==> config.mk <==
export PLATFORM = sky130hd
export DESIGN_NAME = scw_loader
export DESIGN_NICKNAME = d
export VERILOG_FILES = /design/src/rtl/scw_pkg.sv /design/src/rtl/scw_sync.sv /design/src/rtl/scw_shifter.sv /design/src/rtl/scw_latch_bank.sv /design/src/rtl/scw_mux_decode.sv /design/src/rtl/scw_loader.sv
export SDC_FILE = /design/constraint.sdc
export NUM_CORES = 1
export LEC_CHECK = 0
export ABC_AREA = 1
export BUFFER_PORTS_ARGS = -buffer_cell sky130_fd_sc_hd__buf_2
export CORE_ASPECT_RATIO = 0.7
export CORE_MARGIN = 10
export CORE_UTILIZATION = 57
export CTS_BUF_LIST = sky130_fd_sc_hd__clkbuf_16
export DETAILED_ROUTE_END_ITERATION = 12
export GPL_ROUTABILITY_DRIVEN = 1
export PLACE_DENSITY = 0.83
export SYNTH_ARGS = -nofsm -noshare
export SYNTH_HDL_FRONTEND = slang
export SYNTH_HIERARCHICAL = 1
export SYNTH_SLANG_ARGS = --single-unit
==> constraint.sdc <==
create_clock -name clk -period 2.54 [get_ports clk]
set_clock_uncertainty 0.1 [all_clocks]
set_input_delay 0.508 -clock clk [delete_from_list [all_inputs] [get_ports clk]]
set_output_delay 0.508 -clock clk [all_outputs]
set_load 0.02 [all_outputs]
==> src/rtl/scw_pkg.sv <==
package scw_pkg;

   // Destination codes carried in the two lowest word bits
   typedef enum logic [1:0] {
      DEST_REF  = 2'b00,
      DEST_FB   = 2'b01,
      DEST_FUNC = 2'b10,
      DEST_INIT = 2'b11
   } dest_e;

   localparam int unsigned DEF_WORD_W = 21;
   localparam int unsigned DEF_CTRL_W = 2;

   // Bundle of update pulses
   typedef struct packed {
      logic init_upd;
      logic func_upd;
      logic fb_upd;
      logic ref_upd;
   } upd_t;

endpackage

==> src/rtl/scw_sync.sv <==
module scw_sync #(
   parameter int unsigned STAGES = 2,
   parameter int unsigned WIDTH  = 1
) (
   input  logic             clk,
   input  logic             rst_n,
   input  logic [WIDTH-1:0] async_i,
   output logic [WIDTH-1:0] sync_o
);

   generate
      if (STAGES < 2) begin : g_bad_stages
         $error("scw_sync: STAGES must be at least 2");
      end
   endgenerate

   logic [WIDTH-1:0] chain_q [STAGES];

   generate
      for (genvar gs = 0; gs < STAGES; gs++) begin : g_stage
         if (gs == 0) begin : g_first
            always_ff @(posedge clk or negedge rst_n) begin
               if (!rst_n) chain_q[gs] <= '0;
               else        chain_q[gs] <= async_i;
            end
         end else begin : g_next
            always_ff @(posedge clk or negedge rst_n) begin
               if (!rst_n) chain_q[gs] <= '0;
               else        chain_q[gs] <= chain_q[gs-1];
            end
         end
      end
   endgenerate

   assign sync_o = chain_q[STAGES-1];

endmodule

==> src/rtl/scw_shifter.sv <==
module scw_shifter #(
   parameter int unsigned WORD_W = 21
) (
   input  logic              clk,
   input  logic              rst_n,
   input  logic              shift_en_i,
   input  logic              bit_i,
   output logic [WORD_W-1:0] word_o
);

   generate
      if (WORD_W < 3) begin : g_bad_width
         $error("scw_shifter: WORD_W too small");
      end
   endgenerate

   logic [WORD_W-1:0] shreg_q;

   always_ff @(posedge clk or negedge rst_n) begin
      if (!rst_n)          shreg_q <= '0;
      else if (shift_en_i) shreg_q <= {shreg_q[WORD_W-2:0], bit_i};
   end

   assign word_o = shreg_q;

endmodule

==> src/rtl/scw_latch_bank.sv <==
module scw_latch_bank
   import scw_pkg::*;
#(
   parameter int unsigned WORD_W = 21,
   parameter int unsigned CTRL_W = 2,
   parameter int unsigned R_W    = 14,
   parameter int unsigned A_W    = 5,
   parameter int unsigned B_W    = 13,
   localparam int unsigned PAY_W = WORD_W - CTRL_W
) (
   input  logic              clk,
   input  logic              rst_n,
   input  logic              load_i,
   input  logic [WORD_W-1:0] word_i,
   output logic [R_W-1:0]    ref_q_o,
   output logic [A_W-1:0]    a_q_o,
   output logic [B_W-1:0]    b_q_o,
   output logic [PAY_W-1:0]  func_q_o,
   output logic [PAY_W-1:0]  init_q_o,
   output upd_t              upd_o
);

   generate
      if (CTRL_W != 2) begin : g_bad_ctrl
         $error("scw_latch_bank: CTRL_W must be 2");
      end
      if (R_W > PAY_W) begin : g_bad_ref
         $error("scw_latch_bank: R_W exceeds payload");
      end
      if (A_W + B_W > PAY_W) begin : g_bad_fb
         $error("scw_latch_bank: A_W + B_W exceeds payload");
      end
   endgenerate

   dest_e            dest;
   logic [PAY_W-1:0] payload;

   assign dest    = dest_e'(word_i[CTRL_W-1:0]);
   assign payload = word_i[WORD_W-1:CTRL_W];

   always_ff @(posedge clk or negedge rst_n) begin
      if (!rst_n) begin
         ref_q_o  <= '0;
         a_q_o    <= '0;
         b_q_o    <= '0;
         func_q_o <= '0;
         init_q_o <= '0;
         upd_o    <= '0;
      end else begin
         upd_o <= '0;
         if (load_i) begin
            unique case (dest)
               DEST_REF: begin
                  ref_q_o        <= payload[R_W-1:0];
                  upd_o.ref_upd  <= 1'b1;
               end
               DEST_FB: begin
                  a_q_o          <= payload[A_W-1:0];
                  b_q_o          <= payload[A_W+B_W-1:A_W];
                  upd_o.fb_upd   <= 1'b1;
               end
               DEST_FUNC: begin
                  func_q_o       <= payload;
                  upd_o.func_upd <= 1'b1;
               end
               DEST_INIT: begin
                  init_q_o       <= payload;
                  func_q_o       <= payload;
                  upd_o.init_upd <= 1'b1;
                  upd_o.func_upd <= 1'b1;
               end
               default: ;
            endcase
         end
      end
   end

endmodule

==> src/rtl/scw_mux_decode.sv <==
module scw_mux_decode #(
   parameter int unsigned PAY_W   = 19,
   parameter int unsigned MUX_POS = 2,
   parameter int unsigned MUX_W   = 3,
   localparam int unsigned MUX_N  = 1 << MUX_W
) (
   input  logic [PAY_W-1:0] func_i,
   output logic [MUX_W-1:0] sel_o,
   output logic [MUX_N-1:0] onehot_o
);

   generate
      if (MUX_POS + MUX_W > PAY_W) begin : g_bad_field
         $error("scw_mux_decode: select field outside function register");
      end
   endgenerate

   assign sel_o = func_i[MUX_POS +: MUX_W];

   generate
      for (genvar gd = 0; gd < MUX_N; gd++) begin : g_dec
         assign onehot_o[gd] = (sel_o == MUX_W'(gd));
      end
   endgenerate

endmodule

==> src/rtl/scw_loader.sv <==
module scw_loader
   import scw_pkg::*;
#(
   parameter int unsigned WORD_W      = DEF_WORD_W,
   parameter int unsigned CTRL_W      = DEF_CTRL_W,
   parameter int unsigned R_W         = 14,
   parameter int unsigned A_W         = 5,
   parameter int unsigned B_W         = 13,
   parameter int unsigned MUX_POS     = 2,
   parameter int unsigned MUX_W       = 3,
   parameter int unsigned SYNC_STAGES = 2,
   localparam int unsigned PAY_W      = WORD_W - CTRL_W,
   localparam int unsigned MUX_N      = 1 << MUX_W
) (
   input  logic              clk,
   input  logic              rst_n,
   input  logic              ser_clk_i,
   input  logic              ser_data_i,
   input  logic              ser_load_i,
   output logic [R_W-1:0]    r_div_o,
   output logic [A_W-1:0]    n_a_o,
   output logic [B_W-1:0]    n_b_o,
   output logic [PAY_W-1:0]  func_o,
   output logic [PAY_W-1:0]  init_o,
   output logic [MUX_W-1:0]  mux_sel_o,
   output logic [MUX_N-1:0]  mux_onehot_o,
   output logic              r_upd_o,
   output logic              n_upd_o,
   output logic              func_upd_o,
   output logic              init_upd_o
);

   // Bit order inside the synchronized bundle
   localparam int unsigned IDX_CLK  = 0;
   localparam int unsigned IDX_DATA = 1;
   localparam int unsigned IDX_LOAD = 2;

   logic [2:0]        lines_s;
   logic              clk_prev_q;
   logic              load_prev_q;
   logic              shift_en;
   logic              load_en;
   logic [WORD_W-1:0] word;
   upd_t              upd;

   // All three lines pass through the same depth, so data stays aligned with the clock
   scw_sync #(
      .STAGES (SYNC_STAGES),
      .WIDTH  (3)
   ) sync_i (
      .clk     (clk),
      .rst_n   (rst_n),
      .async_i ({ser_load_i, ser_data_i, ser_clk_i}),
      .sync_o  (lines_s)
   );

   always_ff @(posedge clk or negedge rst_n) begin
      if (!rst_n) begin
         clk_prev_q  <= 1'b0;
         load_prev_q <= 1'b0;
      end else begin
         clk_prev_q  <= lines_s[IDX_CLK];
         load_prev_q <= lines_s[IDX_LOAD];
      end
   end

   assign shift_en = lines_s[IDX_CLK]  & ~clk_prev_q;
   assign load_en  = lines_s[IDX_LOAD] & ~load_prev_q;

   scw_shifter #(
      .WORD_W (WORD_W)
   ) shift_i (
      .clk        (clk),
      .rst_n      (rst_n),
      .shift_en_i (shift_en),
      .bit_i      (lines_s[IDX_DATA]),
      .word_o     (word)
   );

   scw_latch_bank #(
      .WORD_W (WORD_W),
      .CTRL_W (CTRL_W),
      .R_W    (R_W),
      .A_W    (A_W),
      .B_W    (B_W)
   ) bank_i (
      .clk      (clk),
      .rst_n    (rst_n),
      .load_i   (load_en),
      .word_i   (word),
      .ref_q_o  (r_div_o),
      .a_q_o    (n_a_o),
      .b_q_o    (n_b_o),
      .func_q_o (func_o),
      .init_q_o (init_o),
      .upd_o    (upd)
   );

   scw_mux_decode #(
      .PAY_W   (PAY_W),
      .MUX_POS (MUX_POS),
      .MUX_W   (MUX_W)
   ) dec_i (
      .func_i   (func_o),
      .sel_o    (mux_sel_o),
      .onehot_o (mux_onehot_o)
   );

   assign r_upd_o    = upd.ref_upd;
   assign n_upd_o    = upd.fb_upd;
   assign func_upd_o = upd.func_upd;
   assign init_upd_o = upd.init_upd;

endmodule

==> results.yml <==
yosys:
  ys_ff_latch: 103
  syn_inst: 434
  synthSimpleGateAreaFrac_pct: 29.89
  ys_top_cells_by_area: "dfrtp_1, nand2_1, nand4_1"
  synth_top_family_by_area: "simple AND/OR/NAND/NOR gates"
  yosys.cell_types.count: 14
  synth.mux.area_fraction_pct: 0
  netlist_area_um2: 3981
  synth_top_area_share_pct: 64.74
  yosysSeqAreaShare_pct: 64.74
  synth_xor_area_share_pct: 0
  syn_nets: 439
  synth_compound_area_share_pct: 0
  synth_adder_area_share_pct: 0
  syn_area_per_cell_um2: 9.174
  yosysTopAreaCell: "dfrtp_1"
  ys.warnings.count: 6
place:
  port-buffer-count: 89
  gp_congestion: 0.8156
  dp_hpwl_mm: 6.860
  place_inst: 597
critical_path:
  cp.arrival_ns: 2.07
  cpMostUsedCell: "nand2_1"
  cp_cell_sequence: "nor2_2 > nand2_1 > nand2_1 > nand2_1"
  start_kind: "flop"
  required_ns: 2.67
  critPathMaxFanout: 15
  path_delay_family: "simple AND/OR/NAND/NOR gates"
  slowest_delay_ns: 0.49
  worstSetupPathType: "flop to flop"
  endpoint_kind: "flop"
  crit_buf_inv: 0
  slowest_stage: "nor2_2"
sta:
  finalSetupTns_ns: 0
  slew_headroom_pct: 54.92
  tightest_slew_ns: 0.6762
  setup_viol: 0
  slew_viol_final: 0
  max_freq_mhz: 514.2
  period_needed_ns: 1.945
  period_share_pct: 76.56
  rsz0062_at_grt: "false"
  hold_viol: 0
  fin_hold_ws_ns: 0.1014
cts:
  htreeDepth: 3
  cts_num_sinks: 103
  cts_hold_buffers: 0
  cts.repair.resized: 0
  clkTransAtPathRegs_ns: 0.07
  insertion_delay_ns: 0.34
  cts_buffer_depth: 2
  cts-root-buf: "clkbuf_16"
  cts_made_buffers: 9
  cts_tree: "built"
  cts_setup_buffers: 0
layout:
  syn_to_final_growth_pct: 19.11
  fin_util_pct: 70.19
  antenna_cells: 0
  nNetsFinal: 519
  drive_gt1_share_pct: 22.74
  stdcell_count: 613
global_route:
  grt_usage_pct: 18.82
  grt_max_degree: 53
  grt_pass1_wl_mm: 16.62
  grt_pass1_vias: 3156
  antenna_found_initial: 0
  grt_overflow: 0
pwr:
  p_per_area_nw_per_um2: 912.7
  ir_worst_vdd_mv: 0.4854
  p_leak_nw: 2.887
floorplan:
  start_util_pct: 58.93
  core.rowCount: 25
  dieWidth_um: 119.9
  fp.dieArea_um2: 10780
  die_h_um: 89.93
  coreArea_um2: 6756
  ioPinCount: 90
drt:
  wirelength_mm: 10.11
  wl_per_cell_um: 16.48
  num_vias: 3224
  drt_iter0_markers: 284
  postRouteAntennaNets: 0
  dr.pass1.iters: 5
  drc: 0
  vias_per_cell: 5.259
min_path:
  hold_class: "input port to asynchronous set/reset pin"
flow_run:
  max-cap-violations: 0
status:
  status: "completed"
-- cell usage after synthesis --
cell	instances
inv_1	8
nand3_2	1
buf_2	12
dfrtp_1	103
buf_6	2
nand4_1	18
nand3_1	14
inv_2	3
clkbuf_1	2
nor2_2	3
buf_4	11
nand2_1	247
nand3_4	1
nor2_1	9
-- flip-flops by register name, summed over array words and instances, names as in the netlist, 3 cells and up --
name             flops
shift_i/word_o      21
bank_i/func_q_o     19
bank_i/init_q_o     19
bank_i/ref_q_o      14
bank_i/b_q_o        13
bank_i/a_q_o         5
bank_i/upd_o         4
sync_i/chain_q       3
sync_i/sync_o        3
-- where the power goes --
part	internal (mW)	switching [mW]
Clock	0.755	0.585
Sequential	1.87	0.225
Combinational	0.268	0.628
-- logic make-up (layout without fill, tap and decap cells) --
kind of cell / count (synthesis) / in the layout
flops: 103 / 103
buf+inv: 38 / 123
simple gates: 293 / 293
-- metal layers --
metal  GRT usage (%)  routed length [µm]  vias up  part of all wire, %
li1                -                   -     1507                    -
met1           23.91                4366     1586                   43
met2           30.39                4810      122                   48
met3           6.621                 852        9                  8.4
met4           4.008                  76        0                 0.75
met5               0                   0        -                    0
-- cell type report --
class / instances / area, µm²
fill: 513 / 2014
clock buffer: 9 / 225.2
sequential: 103 / 2577
timing repair buffer: 96 / 525.5
clock inverter: 7 / 65.06
tap: 94 / 117.6
multi-input combinational: 293 / 1190
inverter: 11 / 41.29
-- final timing paths --
kind | start | to | slack (ns) | cells after the start
worst max register to register | shift_i/word_o[1]$_DFFE_PN0P_ | bank_i/ref_q_o[4]$_DFFE_PN0P_ | 0.60 | 4
max in group asynchronous | rst_n | bank_i/func_q_o[12]$_DFFE_PN0P_ | 1.66 | 2
worst min-delay path | rst_n | bank_i/func_q_o[1]$_DFFE_PN0P_ | 0.10 | 1
worst max-delay path | shift_i/word_o[1]$_DFFE_PN0P_ | bank_i/ref_q_o[4]$_DFFE_PN0P_ | 0.60 | 4
min in group clk | ser_data_i | sync_i/chain_q[4]$_DFF_PN0_ | 0.17 | 1
worst min register to register | sync_i/chain_q[4]$_DFF_PN0_ | sync_i/sync_o[1]$_DFF_PN0_ | 0.26 | 0
-- per-stage QoR --
step / power (mW) / instance area (µm²) / worst slack (ns)
floorplan: 2.639 / 3981 / 1.007
global placement: 2.972 / 4452 / 0.8095
detailed placement: 3.012 / 4452 / 0.6949
CTS: 4.355 / 4742 / 0.6391
global route: 4.540 / 4742 / 0.5198
finish: 4.328 / 4742 / 0.5953
-- cells in the final DEF (no fill, tap or decap), types with 2 or more instances in the layout --
| cell | instances |
|---|---|
| nand4_1 | 18 |
| buf_2 | 88 |
| buf_12 | 2 |
| dfrtp_1 | 103 |
| nand2_1 | 247 |
| clkinvlp_4 | 3 |
| inv_2 | 3 |
| nand3_1 | 14 |
| buf_4 | 6 |
| inv_1 | 9 |
| nor2_1 | 9 |
| clkbuf_16 | 9 |
| nor2_2 | 3 |
Power figures use the tool's default switching activity.
